**config.mk**
```make
export PLATFORM = sky130hd
export DESIGN_NAME = winwdt_top
export DESIGN_NICKNAME = d
export VERILOG_FILES = /design/src/rtl/winwdt_pkg.sv /design/src/rtl/winwdt_cfg_lock.sv /design/src/rtl/winwdt_svc_seq.sv /design/src/rtl/winwdt_limits.sv /design/src/rtl/winwdt_counter.sv /design/src/rtl/winwdt_top.sv
export SDC_FILE = /design/constraint.sdc
export NUM_CORES = 1
export LEC_CHECK = 0
export ABC_AREA = 0
export BUFFER_PORTS_ARGS = -buffer_cell sky130_fd_sc_hd__buf_2
export CAP_MARGIN = 20
export CELL_PAD_IN_SITES_DETAIL_PLACEMENT = 2
export CELL_PAD_IN_SITES_GLOBAL_PLACEMENT = 2
export CORE_ASPECT_RATIO = 0.75
export CORE_UTILIZATION = 33
export CTS_CLUSTER_DIAMETER = 40
export CTS_CLUSTER_SIZE = 8
export DETAILED_ROUTE_END_ITERATION = 10
export PLACE_DENSITY_LB_ADDON = 0.2
export SYNTH_ARGS = -nofsm -noshare
export SYNTH_HDL_FRONTEND = slang
export SYNTH_SLANG_ARGS = --single-unit
```
**constraint.sdc**
```tcl
create_clock -name clk -period 3.85 [get_ports clk]
set_clock_uncertainty 0.05 [all_clocks]
set_input_delay 0.77 -clock clk [delete_from_list [all_inputs] [get_ports clk]]
set_output_delay 0.77 -clock clk [all_outputs]
set_load 0.02 [all_outputs]
```
**src/rtl/winwdt_pkg.sv**
```systemverilog
`timescale 1ns/1ps
package winwdt_pkg;

    typedef enum logic {
        SRC_TICK = 1'b0,
        SRC_BUS  = 1'b1
    } clk_src_e;

    typedef struct packed {
        clk_src_e   src;
        logic [1:0] tsel;
        logic       win;
    } wd_cfg_t;

    localparam wd_cfg_t CFG_DEFAULT = '{src: SRC_TICK, tsel: 2'b11, win: 1'b0};

    localparam logic [7:0] SVC_KEY_A = 8'h55;
    localparam logic [7:0] SVC_KEY_B = 8'hAA;

    // Exponent chosen by a timeout select; zero means switched off.
    function automatic int unsigned pick_exp(input logic [1:0] sel,
                                             input int unsigned e1,
                                             input int unsigned e2,
                                             input int unsigned e3);
        case (sel)
            2'b01:   return e1;
            2'b10:   return e2;
            2'b11:   return e3;
            default: return 0;
        endcase
    endfunction

    function automatic int unsigned max_of3(input int unsigned a,
                                            input int unsigned b,
                                            input int unsigned c);
        int unsigned m;
        m = a;
        if (b > m) m = b;
        if (c > m) m = c;
        return m;
    endfunction

endpackage

```
**src/rtl/winwdt_cfg_lock.sv**
```systemverilog
`timescale 1ns/1ps
module winwdt_cfg_lock
    import winwdt_pkg::*;
(
    input  logic    clk,
    input  logic    rst,
    input  logic    cfg_wr,
    input  wd_cfg_t cfg_in,
    output wd_cfg_t cfg_q,
    output logic    locked,
    output logic    load
);

    // A write is accepted only while the register is still open.
    assign load = cfg_wr && !locked;

    always_ff @(posedge clk) begin
        if (rst) begin
            cfg_q  <= CFG_DEFAULT;
            locked <= 1'b0;
        end else if (load) begin
            cfg_q  <= cfg_in;
            locked <= 1'b1;
        end
    end

endmodule

```
**src/rtl/winwdt_svc_seq.sv**
```systemverilog
`timescale 1ns/1ps
module winwdt_svc_seq
    import winwdt_pkg::*;
(
    input  logic       clk,
    input  logic       rst,
    input  logic       flush,
    input  logic       svc_wr,
    input  logic [7:0] svc_data,
    output logic       svc_done
);

    logic armed;

    // Second key completes the pair only if the previous write was the first key.
    assign svc_done = svc_wr && armed && (svc_data == SVC_KEY_B);

    always_ff @(posedge clk) begin
        if (rst || flush) begin
            armed <= 1'b0;
        end else if (svc_wr) begin
            armed <= (svc_data == SVC_KEY_A);
        end
    end

endmodule

```
**src/rtl/winwdt_limits.sv**
```systemverilog
`timescale 1ns/1ps
module winwdt_limits
    import winwdt_pkg::*;
#(
    parameter int unsigned SLOW_EXP1 = 5,
    parameter int unsigned SLOW_EXP2 = 8,
    parameter int unsigned SLOW_EXP3 = 10,
    parameter int unsigned BUS_EXP1  = 13,
    parameter int unsigned BUS_EXP2  = 16,
    parameter int unsigned BUS_EXP3  = 18,
    parameter int unsigned CNT_W     = 18
)(
    input  wd_cfg_t          cfg,
    output logic [CNT_W-1:0] term_m1,
    output logic [CNT_W-1:0] win_open,
    output logic             win_active
);

    int unsigned      exp_sel;
    logic [CNT_W:0]   span;
    logic [CNT_W:0]   quarter;
    logic [CNT_W:0]   span_m1;
    logic [CNT_W:0]   open_w;

    always_comb begin
        if (cfg.src == SRC_BUS) begin
            exp_sel = pick_exp(cfg.tsel, BUS_EXP1, BUS_EXP2, BUS_EXP3);
        end else begin
            exp_sel = pick_exp(cfg.tsel, SLOW_EXP1, SLOW_EXP2, SLOW_EXP3);
        end
        span    = (CNT_W+1)'(1) << exp_sel;
        quarter = span >> 2;
        span_m1 = span - (CNT_W+1)'(1);
        open_w  = span - quarter;
        term_m1  = span_m1[CNT_W-1:0];
        win_open = open_w[CNT_W-1:0];
    end

    // Windowing is honoured only on the bus clock.
    assign win_active = cfg.win && (cfg.src == SRC_BUS);

endmodule

```
**src/rtl/winwdt_counter.sv**
```systemverilog
`timescale 1ns/1ps
module winwdt_counter #(
    parameter int unsigned CNT_W = 18
)(
    input  logic             clk,
    input  logic             rst,
    input  logic             clr,
    input  logic             zero_force,
    input  logic             run_en,
    input  logic [CNT_W-1:0] term_m1,
    input  logic [CNT_W-1:0] win_open,
    input  logic             win_active,
    input  logic             svc_any,
    input  logic             svc_done,
    output logic [CNT_W-1:0] cnt,
    output logic             rst_req
);

    logic early_hit;

    assign early_hit = win_active && svc_any && (cnt < win_open);

    always_ff @(posedge clk) begin
        if (rst) begin
            cnt     <= '0;
            rst_req <= 1'b0;
        end else begin
            rst_req <= 1'b0;
            if (clr || zero_force) begin
                cnt <= '0;
            end else if (early_hit) begin
                cnt     <= '0;
                rst_req <= 1'b1;
            end else if (svc_done) begin
                cnt <= '0;
            end else if (run_en) begin
                if (cnt == term_m1) begin
                    cnt     <= '0;
                    rst_req <= 1'b1;
                end else begin
                    cnt <= cnt + 1'b1;
                end
            end
        end
    end

endmodule

```
**src/rtl/winwdt_top.sv**
```systemverilog
`timescale 1ns/1ps
module winwdt_top
    import winwdt_pkg::*;
#(
    parameter int unsigned SLOW_EXP1 = 5,
    parameter int unsigned SLOW_EXP2 = 8,
    parameter int unsigned SLOW_EXP3 = 10,
    parameter int unsigned BUS_EXP1  = 13,
    parameter int unsigned BUS_EXP2  = 16,
    parameter int unsigned BUS_EXP3  = 18
)(
    input  logic       clk,
    input  logic       rst,
    input  logic       tick_en,
    input  logic       svc_wr,
    input  logic [7:0] svc_data,
    input  logic       dbg_mode,
    input  logic       stop_mode,
    input  logic       deep_lp,
    input  logic       cfg_wr,
    input  logic       cfg_src,
    input  logic [1:0] cfg_tsel,
    input  logic       cfg_win,
    output logic       rst_req
);

    localparam int unsigned CNT_W = max_of3(max_of3(SLOW_EXP1, SLOW_EXP2, SLOW_EXP3),
                                            max_of3(BUS_EXP1, BUS_EXP2, BUS_EXP3), 2);

    wd_cfg_t          cfg_in;
    wd_cfg_t          cfg_q;
    logic             locked;
    logic             load;
    logic [CNT_W-1:0] term_m1;
    logic [CNT_W-1:0] win_open;
    logic             win_active;
    logic [CNT_W-1:0] cnt_q;
    logic             svc_done;
    logic             halted;
    logic             active;
    logic             zero_force;
    logic             run_en;
    logic             flush;

    assign cfg_in = '{src: clk_src_e'(cfg_src), tsel: cfg_tsel, win: cfg_win};

    winwdt_cfg_lock u_cfg (
        .clk    (clk),
        .rst    (rst),
        .cfg_wr (cfg_wr),
        .cfg_in (cfg_in),
        .cfg_q  (cfg_q),
        .locked (locked),
        .load   (load)
    );

    winwdt_limits #(
        .SLOW_EXP1 (SLOW_EXP1),
        .SLOW_EXP2 (SLOW_EXP2),
        .SLOW_EXP3 (SLOW_EXP3),
        .BUS_EXP1  (BUS_EXP1),
        .BUS_EXP2  (BUS_EXP2),
        .BUS_EXP3  (BUS_EXP3),
        .CNT_W     (CNT_W)
    ) u_lim (
        .cfg        (cfg_q),
        .term_m1    (term_m1),
        .win_open   (win_open),
        .win_active (win_active)
    );

    // Run control: switched off, cleared on tick-source halt, held on bus-source halt.
    assign halted     = dbg_mode || stop_mode;
    assign active     = (cfg_q.tsel != 2'b00) && !deep_lp;
    assign zero_force = !active || ((cfg_q.src == SRC_TICK) && halted);
    assign run_en     = (cfg_q.src == SRC_BUS) ? !halted : tick_en;
    assign flush      = rst_req || load || zero_force;

    winwdt_svc_seq u_seq (
        .clk      (clk),
        .rst      (rst),
        .flush    (flush),
        .svc_wr   (svc_wr),
        .svc_data (svc_data),
        .svc_done (svc_done)
    );

    winwdt_counter #(
        .CNT_W (CNT_W)
    ) u_cnt (
        .clk        (clk),
        .rst        (rst),
        .clr        (load),
        .zero_force (zero_force),
        .run_en     (run_en),
        .term_m1    (term_m1),
        .win_open   (win_open),
        .win_active (win_active),
        .svc_any    (svc_wr),
        .svc_done   (svc_done),
        .cnt        (cnt_q),
        .rst_req    (rst_req)
    );

endmodule

```
# Word-level counts from Yosys, hierarchy flattened
# Index checks and enable logic that the tools add are counted.
# word_totals
ff_bits	25
latch_bits	0
mem_bits_rw	0
romBits	0
in_bits	20
mem_count	0
# op_classes
add_sub_neg	3
n_mul	0
div_mod_pow	0
order_cmp	1
eq_ne	6
shift	1
n_mux	9
bitwise_logic	1
reduce_logical	21
# ops
operator	n
$mux 32	1
$shl 1x32->19 const A	1
$add 18x1->18 const B	1
$eq 18x18->1	1
$lt 18x18->1	1
$mux 18	1
$sub 18x1->18 const B	1
$sub 18x17->18	1
$pmux 5 s3	1
$pmux 4 s3	1
$eq 8x7->1 const B	1
$eq 8x8->1 const B	1
$logic_and 1x1->1	8
$logic_or 1x1->1	6
$mux 1	5
$eq 2x2->1 const B	2
$logic_not 1->1	4
$reduce_or 4->1	1
$eq 2x1->1 const B	1
$reduce_bool 2->1	1
$reduce_or 2->1	1
$not 1->1	1

# Longest topological paths before layout
# Gate-level depths: netlist of run 1.
# logic_depth
ltp_word	10
mapped_depth	21
depth_no_buf	19

# Modules after synthesis
# From an unflattened synthesis of run 1, not the netlist that was laid out.
# hier_totals
cells_unflattened	390
area_unflattened_um2	3231.8
# by_module_without_submodules
module	n_inst	cells_per_inst	area_per_inst_um2
winwdt_counter	1	188	1745.4
winwdt_limits	1	163	1104.8
winwdt_cfg_lock	1	22	220.2
winwdt_svc_seq	1	10	112.6
winwdt_top	1	7	48.8

# Worst setup path after synthesis of run 1
# Ideal clock, no wire load.
# synth_timing
kind	reg-to-reg
startpoint	reg, netlist name u_cfg.cfg_q[3]
endpoint	reg u_cnt.cnt[10]
setup_ps	115
arrival_time_ps	4107
t_required_ps	3685
slack_ps	-422
stages_incl_launch_ff	20
n_path_buf	3
period_less_slack_ps	4272
cell_sequence	dfxtp_1 -> buf_2 -> buf_2 -> or3_1 -> ha_1 -> nor2b_1 -> o21ai_0 -> a21oi_1 -> a311oi_1 -> o21ai_0 -> a211oi_1 -> o21ai_0 -> ha_1 -> a21o_1 -> a21o_1 -> a2111oi_0 -> a211o_4 -> o21bai_4 -> buf_6 -> nor2_1
# synth_between
elab_chain_len	6
# synth_lines
element	line	rtl
$mux 32	winwdt_limits.sv:26	if (cfg.src == SRC_BUS) begin
$shl 1x32->19	winwdt_limits.sv:31	span = (CNT_W+1)'(1) << exp_sel;
$sub 18x17->18	winwdt_limits.sv:34	open_w = span - quarter;
$lt 18x18->1	winwdt_counter.sv:21	assign early_hit = win_active && svc_any && (cnt < win_open);
$logic_and 1x1->1	winwdt_counter.sv:21	
$reduce_or 4->1 (no source line)	n/a	
to (signal assigned)	winwdt_counter.sv:41	cnt <= cnt + 1'b1;
to (decl)	winwdt_counter.sv:15	output logic [CNT_W-1:0] cnt,
# Several ways; a longest one is shown, not always the timed one.
# A chain may end at the register's enable or synchronous reset.

# Worst setup path after layout of run 1
# layout_timing
startpoint	reg, netlist name u_cfg.cfg_q[1]
endpoint	reg u_cnt.cnt[17]
# layout_between
elab_chain_len	8
# layout_lines
element	line	rtl
$eq 2x2->1 / $eq 2x1->1 (equally long branches)	winwdt_pkg.sv:25	case (sel)
$pmux 4 s3 / $pmux 5 s3 (equally long branches)	winwdt_pkg.sv:25	
$mux 32	winwdt_limits.sv:26	
$shl 1x32->19	winwdt_limits.sv:31	
$sub 18x17->18	winwdt_limits.sv:34	
$lt 18x18->1	winwdt_counter.sv:21	
$logic_and 1x1->1	winwdt_counter.sv:21	
$reduce_or 4->1 (no source line)	n/a	
# Several ways; a longest one is shown, not always the timed one.

==> metrics.md, run 1 <==
| Metric | Value |
|---|---|
| Maximum buffer depth of the clock tree | 2 |
| Crit start category | register |
| Run status | finished, violations left |
| Most numerous cell in the Yosys netlist | nor2_1 |
| Number of synthesized flops with an enable pin | 0 |
| CP Buf/Inv Count | 1 |
| Post-synth top area share | 17.3% |
| Placer Congestion | just under 0.8 |
| Synth Warn # | 0 |
| Synthesized area per cell | 7.87 µm² |
| Leakage Power | between 1 and 1.5 nW |
| Routed len/inst | just under 20 µm |
| Final Slew Violations | 0 |
| Pre-antenna DRT Iters | 4 |
| Worst min path class | reg2reg |
| Final period utilization | 101% |
| Top cell family by delay on the critical path | compound AO/OA/AOI/OAI gates |
| Layout area overhead | 22.0% |
| Post-synthesis cell area | approximately 2900 µm² |
| Yosys cell types | 69 |
| H-tree level count | 1 |
| Die area | around 9000 µm² |
| Largest area contributor in the netlist | dfxtp_1 |
| Count of inserted antenna diode cells | 0 |
| Sequential share of the synthesized area | 17.3% |
| Vias in the first global route | approximately 3,100 |
| Max FO, Critical Path | 6 |
| CORE AREA | approximately 8500 µm² |
| Largest net degree at the start of global routing | 20 |
| Root buf cell | clkbuf_16 |
| Failing checks | negative setup slack |
| Fmax | roughly 0.26 GHz |
| Via density per instance | 5.49 |
| Total gr overflow | 0 |
| Post-Syn Instances | 367 |
| RSZ-0062 raised after global routing | true |
| Routed WL | around 10,000 µm |
| DRT iter0 DRCs | between 100 and 150 |
| Die Y | just over 80 µm |
| Sink Count | 25 |
| CP arrival | roughly 4000 ps |
| VDD IR-drop max | 0.191 mV |
| Antenna Nets Post-Route | 0 |
| Req. time, crit path | between 3000 and 4000 ps |
| Number of buffers created by CTS | 3 |
| Die width | about 110 µm |
| Top FF cell, synth | dfxtp_1 |
| Final worst slack | -24.3 ps |
| Slowest-stage cell, CP | or3_4 |
| Row count | 29 |
| CTS tree | yes |
| I/O pins | 21 |
| Global Route Usage Sum | 23.5% |
| Synth cell count leaders | 44 x nor2_1, 39 x ha_1, 30 x a21oi_1 |
| Share of layout cells above drive strength 1 | 18.5% |
| DP Worst Slack | -14.5 ps |
| NumNets Final | ~500 |
| Synth area leaders | dfxtp_1 17%, ha_1 17%, nor2_1 5.7% |
| Slew HR | 56.7% |
| Setup_tns | -83.0 ps |
| Final count of negative-setup-slack endpoints | 6 |
| Starting Density | 34.0% |
| Synth async-reset ratio | 0% |
| Initial antenna violation count | 0 |
| # hold bufs at CTS | 0 |
| Worst-path clk slew | 70 ps |
| Clk Latency, worst-skew pair | 270 ps |
| Final min period | 3870 ps |
| CP Capture Type | register |
| First-pass GRT wire length | around 16,000 µm |
| CP Cell Sequence | buf_6 > or3_4 > ha_4 > nor2b_1 > o21ai_1 > a21oi_2 > a311oi_2 > o21ai_2 > a211oi_2 > o21ai_1 > ha_1 > a21o_1 > a21o_1 > a2111oi_4 > a211o_4 > o21bai_4 > nor2_1 |
| Worst Path Class, Setup | reg2reg |
| Fin. Hold Viols | 0 |
| Power Dens Cells | approximately 250 nW/µm² |
| Worst-Margin Slew | 648 ps |
| Post-DP HPWL | 8190 µm |
| Vias | roughly 3,000 |
| IO buf count | 20 |
| Largest stage delay on the critical path | 400 ps |
| MaxCap Viol Count | 0 |
| Residual DRC count | 0 |
| Yosys reg bits | 25 |
worst register-to-register path: stages, from the launching register on:
cell	delay [ps]
dfxtp_2	340
buf_6	120
or3_4	400
ha_4	290
nor2b_1	40
o21ai_1	170
a21oi_2	90
a311oi_2	300
o21ai_2	130
a211oi_2	190
o21ai_1	100
ha_1	320
a21o_1	170
a21o_1	200
a2111oi_4	390
a211o_4	200
o21bai_4	170
nor2_1	80
flip-flops by register name, summed over array words and instances, names as in the netlist:
name and count:
u_cnt.rst_req 1, u_cfg.cfg_q 4, u_cfg.locked 1, u_seq.armed 1
u_cnt.cnt 18
kinds of logic (layout without fill, tap and decap cells):
family	count (synthesis)	in the layout	synth area share, %
other cells	2	28	0.260
compound gates	96	97	22.2
fa+ha+maj	40	40	17.6
flops	25	25	17.3
mux	4	4	1.39
xor+xnor	31	31	9.40
buf+inv	29	61	4.50
simple gates	140	140	27.4
final cells by class:
cell class	instances	area, µm²
repair buffers	43	280
multi-input cells	340	2470
clock inverters	1	8.76
well taps	108	135
clock buffers	3	75.1
fillers	998	4970
flip-flops and latches	25	503
inverters	14	52.6
cells in the final DEF (no fill, tap or decap), drive strengths merged, types with 8 or more instances in the layout:
| cell type | count |
|---|---|
| nor2b | 8 |
| nor2 | 47 |
| a21oi | 30 |
| buf | 43 |
| nor3 | 10 |
| nand2 | 19 |
| xor2 | 17 |
| ha | 39 |
| nand3 | 12 |
| a21o | 8 |
| xnor2 | 14 |
| conb | 28 |
| inv | 15 |
| dfxtp | 25 |
| o21ai | 20 |
timing repair:
action / in CTS / in global routing
setup buffers: 0 / 1
cloned: 1 / 0
endpoints found under the hold margin: 0 / 0
pin swaps: 0 / 23
gates resized for setup: 4 / 18
endpoints found under the setup margin: 11 / 19
power breakdown:
group          total, mW  internal (mW)  switching (mW)
Sequential         0.266          0.263         0.00339
Combinational      0.375          0.164           0.211
Clock              0.248          0.144           0.104
Total              0.888          0.571           0.318
worst paths after layout:
kind                  startpoint             to  slack (ps)  cells past startpoint
setup reg to reg  u_cfg.cfg_q[1]  u_cnt.cnt[17]         -20                     17
hold / removal     u_cnt.rst_req    u_seq.armed         360                      1
setup / recovery  u_cfg.cfg_q[1]  u_cnt.cnt[17]         -20                     17
hold reg to reg    u_cnt.rst_req    u_seq.armed         360                      1
per-layer routing:
metal,vias to the layer above,wire length (µm),track usage [%]
met5,-,0,0
li1,1434,-,-
met3,6,388,4.08
met2,33,4880,39.5
met1,1458,4940,31.8
met4,0,61,3.39
per-stage QoR:
step | power [mW] | hold slack (ps) | instance area, µm² | std cells | util, %
detailed placement | 0.615 | 357 | 3340 | 528 | 39.4
global route | 0.946 | 391 | 3520 | 534 | 41.5
global placement | 0.602 | 356 | 3340 | 528 | 39.4
finish | 0.888 | 364 | 3520 | 534 | 41.5
floorplan | 0.504 | 389 | 3020 | 393 | -
CTS | 0.870 | 366 | 3470 | 533 | 40.8
No activity file was read; power rests on OpenSTA's default activity.
==> run 2, diff against run 1 <==
- SETUP_SLACK_MARGIN: not set -> 0.1
==> run 2 against run 1 <==
- the run now ends clean
- critical path depth unchanged
- global-route usage up 0.63 points
- via count up 1.3%
- first-iteration DRC count down 33%
- non-clock buffer count up 1
- setup slack better by 150 ps
- final cell count up 0.19%
- sequential power about the same
- combinational power up 8.3%
==> metrics.md, run 2 (same netlist as run 1, synthesis figures left out) <==
| Metric | Value |
|---|---|
| Run status | finished clean (was finished, violations left) |
| Antenna Nets Post-Route | 0 (unchanged) |
| Die width | 110 µm (unchanged) |
| First-pass GRT wire length | 17,000 µm (was 16,300 µm) |
| Fmax | 0.268 GHz (was 0.258 GHz) |
| Global Route Usage Sum | 24.2% (was 23.5%) |
| Commonest non-fill, non-tap cell in the layout | nor2_1 (unchanged) |
| CP Capture Type | register (unchanged) |
| Crit start category | register (unchanged) |
| H-tree level count | 1 (unchanged) |
| Routed WL | 10,600 µm (was 10,300 µm) |
| Pre-antenna DRT Iters | 4 (unchanged) |
| IO buf count | 20 (unchanged) |
| I/O pins | 21 (unchanged) |
| Tot Pwr | 0.914 mW (was 0.888 mW) |
| Most frequent cells in the layout | 42 x nor2_1, 33 x ha_1, 28 x conb_1, 26 x a21oi_1 (was 43 x nor2_1, 36 x ha_1, 28 x a21oi_1, 28 x conb_1, 23 x dfxtp_1) |
| Max FO, Critical Path | 6 (unchanged) |
| Final period utilization | 96.8% (was 101%) |
| Vias | 2,970 (was 2,931) |
| Worst min path class | reg2reg (unchanged) |
| Root buf cell | clkbuf_16 (unchanged) |
| Req. time, crit path | 4000 ps (was 3950 ps) |
| Number of flip-flops under the largest register name | 18 (unchanged) |
| NumNets Final | 488 (was 487) |
| Layout area overhead | 27.1% (was 22.0%) |
| Post-DP HPWL | 8080 µm (was 8190 µm) |
| CTS tree | yes (unchanged) |
| Fillcell total | 967 (was 998) |
| Leakage Power | 1.46 nW (was 1.44 nW) |
| Fin. Hold Viols | 0 (unchanged) |
| Largest regs | u_cnt.cnt x18, u_cfg.cfg_q x4 (unchanged) |
| Final Slew Violations | 0 (unchanged) |
| Largest net degree at the start of global routing | 18 (was 20) |
| Maximum buffer depth of the clock tree | 2 (unchanged) |
| Residual DRC count | 0 (unchanged) |
| Initial antenna violation count | 0 (unchanged) |
| Routed len/inst | 19.8 µm (was 19.2 µm) |
| Via density per instance | 5.55 (was 5.49) |
| Vias in the first global route | 3,257 (was 3,136) |
| VDD IR-drop max | 0.170 mV (was 0.191 mV) |
| MaxCap Viol Count | 0 (unchanged) |
| Top reg by flops | u_cnt.cnt (unchanged) |
| Final min period | 3730 ps (was 3870 ps) |
| Count of inserted antenna diode cells | 0 (unchanged) |
| Worst-Margin Slew | 657 ps (was 648 ps) |
| Total gr overflow | 0 (unchanged) |
| Placed Cells incl. Taps | 520 (was 528) |
| Starting Density | 34.0% (unchanged) |
| CORE AREA | 8490 µm² (unchanged) |
| Die area | 9140 µm² (unchanged) |
| Worst-path clk slew | 70 ps (about the same) |
| Sink Count | 25 (unchanged) |
| Die Y | 83.0 µm (unchanged) |
| Placer Congestion | 0.788 (was 0.795) |
| Share of layout cells above drive strength 1 | 23.4% (was 18.5%) |
| DRT iter0 DRCs | 74 (was 110) |
| Number of buffers created by CTS | 3 (unchanged) |
| Worst hold slack | 374 ps (was 364 ps) |
| Clk Latency, worst-skew pair | 260 ps (was 270 ps) |
| RSZ-0062 raised after global routing | true (unchanged) |
| Slew HR | 55.8% (was 56.7%) |
| Power Dens Cells | 249 nW/µm² (was 252 nW/µm²) |
| Final count of negative-setup-slack endpoints | 0 (was 6) |
| Row count | 29 (unchanged) |
| CP arrival | 3870 ps (was 3970 ps) |
| Non-filler instance count after layout | 535 (was 534) |
| Worst Path Class, Setup | reg2reg (unchanged) |
[run 2: worst paths after layout]
path | to | slack (ps) | cells past startpoint | startpoint
worst max-delay path | u_cnt.cnt[10] | 120 | 17 | u_cfg.cfg_q[2]
worst max register to register | u_cnt.cnt[10] | 120 | 17 | u_cfg.cfg_q[2]
worst min register to register | u_seq.armed | 370 | 1 | u_cnt.rst_req
worst min-delay path | u_seq.armed | 370 | 1 | u_cnt.rst_req
[run 2: area by class of cell]
| cell class | instances | area (µm²) | area share [%] |
|---|---|---|---|
| inverter | 14 | 55.1 | 1.50 |
| timing repair buffer | 44 | 288 | 7.84 |
| multi-input combinational | 340 | 2610 | 71.0 |
| sequential | 25 | 509 | 13.9 |
| tap | 108 | 135 | 3.68 |
| clock buffer | 4 | 78.8 | 2.15 |
[run 2: where the power goes]
group / switching, mW / leakage (nW) / internal, mW
registers: 0.00408 / 0.203 / 0.262
clock network: 0.0997 / 0.0382 / 0.142
logic: 0.227 / 1.22 / 0.179
[run 2: metal layers]
| metal | up-vias | global-route usage, % | routed length (µm) |
|---|---|---|---|
| met5 | - | 0 | 0 |
| met4 | 0 | 3.64 | 116 |
| met3 | 10 | 2.28 | 497 |
| met2 | 49 | 41.6 | 5230 |
| met1 | 1467 | 33.0 | 4750 |
| li1 | 1444 | - | - |
[run 2: what timing repair did]
action	in CTS	in global routing
gates resized for setup	21	32
pin swaps	22	19
hold buffers	0	0
gates cloned	1	0
setup buffers	5	5
setup endpoints to repair	19	19
[run 2: worst max-delay path, stage by stage, from the launching register on]
cell,delay (ps)
dfxtp_2,350
inv_2,40
or3_4,410
ha_4,290
nor2b_2,40
o21ai_2,120
a21oi_2,90
a311oi_2,260
buf_4,170
xor2_1,80
ha_1,310
and3_1,210
nand3_1,140
a31oi_4,210
o2111ai_2,160
a211o_4,380
o21bai_4,230
nor2_1,130
[run 2: through the flow]
step / TNS [ps] / utilization [%] / cell area (µm²) / setup slack (ps)
after floorplan: 0 / - / 3020 / 103
after global placement: 0 / 38.7 / 3280 / 101
after detailed placement: -2710 / 38.7 / 3280 / -200
after CTS: 0 / 41.1 / 3490 / 63.1
after global routing: -848 / 43.3 / 3670 / -93.7
final: 0 / 43.3 / 3670 / 124
==> run 3, diff against run 2 <==
- REMOVE_ABC_BUFFERS: not set -> 1
==> run 3 against run 2 <==
- critical path depth grew 1
- the flow now finishes with violations (negative setup slack)
- global-route usage grew 0.66 points
- highest routed layer unchanged
- sequential power is essentially flat
==> metrics.md, run 3 (same netlist as run 1, synthesis figures left out) <==
| Metric | Value |
|---|---|
| Run status | finished, violations left (was finished clean) |
| Failing checks | negative setup slack |
| I/O pins | 21 (unchanged) |
| Most frequent cells in the layout | 39 x nor2_1, 32 x ha_1, 31 x buf_4, 28 x conb_1, 26 x a21oi_1 (was 42 x nor2_1, 33 x ha_1, 28 x conb_1, 26 x a21oi_1) |
| Final min period | 3870 ps (was 3730 ps) |
| Antenna Nets Post-Route | 0 (unchanged) |
| Reg area | 504 µm² (was 509 µm²) |
| Initial antenna violation count | 0 (unchanged) |
| CTS tree | yes (unchanged) |
| Top reg by flops | u_cnt.cnt (unchanged) |
| Sw Share | 37.2% (was 36.2%) |
| Setup_tns | -35.5 ps (was 0 ps) |
| Power Dens Cells | 257 nW/µm² (was 249 nW/µm²) |
| CORE AREA | 8490 µm² (unchanged) |
| Vias in the first global route | 3,284 (was 3,257) |
| P_sw | 0.357 mW (was 0.331 mW) |
| IO buf count | 20 (unchanged) |
| Number of buffers created by CTS | 3 (unchanged) |
| Routed WL | 11,500 µm (was 10,600 µm) |
| Leakage Power | 1.49 nW (was 1.46 nW) |
| Die area | 9140 µm² (unchanged) |
| Largest net degree at the start of global routing | 19 (was 18) |
| VDD IR-drop max | 0.193 mV (was 0.170 mV) |
| Global Route Usage Sum | 24.8% (was 24.2%) |
| MaxCap Viol Count | 0 (unchanged) |
| Worst-Margin Slew | 682 ps (was 657 ps) |
| Fillcell total | 996 (was 967) |
| Via density per instance | 5.56 (was 5.55) |
| Vias | 3,020 (was 2,970) |
| Placed Cells incl. Taps | 529 (was 520) |
| Starting Density | 34.0% (unchanged) |
| DRT iter0 DRCs | 97 (was 74) |
| Int Power | 0.602 mW (was 0.583 mW) |
| CP arrival | 3970 ps (was 3870 ps) |
| Final worst slack | -16.8 ps (was 124 ps) |
| Reg2reg path depth | 18 (was 17) |
| Layout area overhead | 29.4% (was 27.1%) |
| Final count of negative-setup-slack endpoints | 3 (was 0) |
| Sink Count | 25 (unchanged) |
| Launch point of the critical path | u_cfg.cfg_q[2] (unchanged) |
| Largest regs | u_cnt.cnt x18, u_cfg.cfg_q x4 (unchanged) |
| Logic gate share of total power | 46.3% (was 44.4%) |
| RSZ-0062 raised after global routing | true (unchanged) |
| WHS Path Cells | 1 (unchanged) |
| Post-DP HPWL | 8280 µm (was 8080 µm) |
| H-tree level count | 1 (unchanged) |
| Clock Power Share | 25.8% (was 26.4%) |
| Max FO, Critical Path | 6 (unchanged) |
| Total gr overflow | 0 (unchanged) |
| Count of inserted antenna diode cells | 0 (unchanged) |
| CP Capture Type | register (unchanged) |
| Clk Latency, worst-skew pair | 270 ps (was 260 ps) |
| Flop pwr share | 27.9% (was 29.1%) |
| Die width | 110 µm (unchanged) |
| Crit start category | register (unchanged) |
| First-pass GRT wire length | 17,400 µm (was 17,000 µm) |
| Placer Congestion | 0.806 (was 0.788) |
| Pre-antenna DRT Iters | 4 (unchanged) |
| Share of layout cells above drive strength 1 | 26.2% (was 23.4%) |
| Worst Path Class, Setup | reg2reg (unchanged) |
| Residual DRC count | 0 (unchanged) |
| Worst r2r src | u_cfg.cfg_q[2] (unchanged) |
| Commonest non-fill, non-tap cell in the layout | nor2_1 (unchanged) |
| Final period utilization | 100% (was 96.8%) |
| Min-Delay Startpoint | u_cnt.rst_req (unchanged) |
| Routed len/inst | 21.2 µm (was 19.8 µm) |
| NumNets Final | 496 (was 488) |
| Fin. Hold Viols | 0 (unchanged) |
| Die Y | 83.0 µm (unchanged) |
| Number of flip-flops under the largest register name | 18 (unchanged) |
| Worst min path class | reg2reg (unchanged) |
| Row count | 29 (unchanged) |
| Root buf cell | clkbuf_16 (unchanged) |
| Worst-path clk slew | 70 ps (about the same) |
| Non-filler instance count after layout | 543 (was 535) |
| Slew HR | 54.4% (was 55.8%) |
| Req. time, crit path | 3950 ps (was 4000 ps) |
| Fmax | 0.259 GHz (was 0.268 GHz) |
| Tot Pwr | 0.959 mW (was 0.914 mW) |
| Final Slew Violations | 0 (unchanged) |
| Area of the multi-input gates | 2620 µm² (was 2610 µm²) |
| Maximum buffer depth of the clock tree | 2 (unchanged) |
run 3: cell type report:
type / count / area share, %
clock inverter: 1 / 0.201
tap: 108 / 3.62
sequential: 25 / 13.5
timing repair buffer: 52 / 9.21
multi-input combinational: 340 / 70.0
inverter: 14 / 1.47
clock buffer: 3 / 2.01
run 3: critical path, stage by stage, from the launching register on:
cell and delay (ps):
dfxtp_2 360, inv_2 60, or3_4 350, ha_4 300
nor2b_4 40, o21ai_2 140, a21oi_2 90, a311oi_2 330
o21ai_2 100, a211oi_2 210, o21ai_1 120, ha_1 310
a21o_1 200, a21o_1 230, a31o_2 260, a21oi_4 170
a211o_4 140, o21bai_4 180, nor2_2 90
run 3: what timing repair did:
action,CTS,global route
cloned,1,0
buffers inserted,5,4
resized for setup,39,24
pin swaps,29,24
endpoints found under the hold margin,0,0
setup endpoints to repair,19,19
hold buffers,0,0
run 3: final timing paths:
check / slack [ps] / end
hold / removal: 380 / u_seq.armed
setup reg to reg: -20 / u_cnt.cnt[15]
setup / recovery: -20 / u_cnt.cnt[15]
hold reg to reg: 380 / u_seq.armed
run 3: metal layers:
layer  GRT usage [%]  share of wire, %  vias up
li1                -                 -     1457
met4            3.88               1.4        0
met3            2.12               3.4       16
met1            31.6                44     1508
met2            45.5                51       39
met5               0                 0        -
run 3: power by group through the flow:
stage	logic (mW)	clock network, mW	registers, mW
finish	0.444	0.247	0.268
global route	0.482	0.258	0.268
CTS	0.382	0.248	0.267
detailed placement	0.338	0	0.272
global placement	0.320	0	0.272
floorplan	0.213	0	0.278
run 3: metrics by stage:
| step | utilization (%) | hold WS [ps] | worst slack (ps) | cell area, µm² |
|---|---|---|---|---|
| after floorplan | - | 389 | -431 | 2910 |
| after global placement | 39.1 | 371 | 16.1 | 3320 |
| after detailed placement | 39.1 | 371 | -427 | 3320 |
| after CTS | 42.5 | 386 | 106 | 3610 |
| after global routing | 44.0 | 400 | -110 | 3740 |
| final | 44.0 | 379 | -16.8 | 3740 |
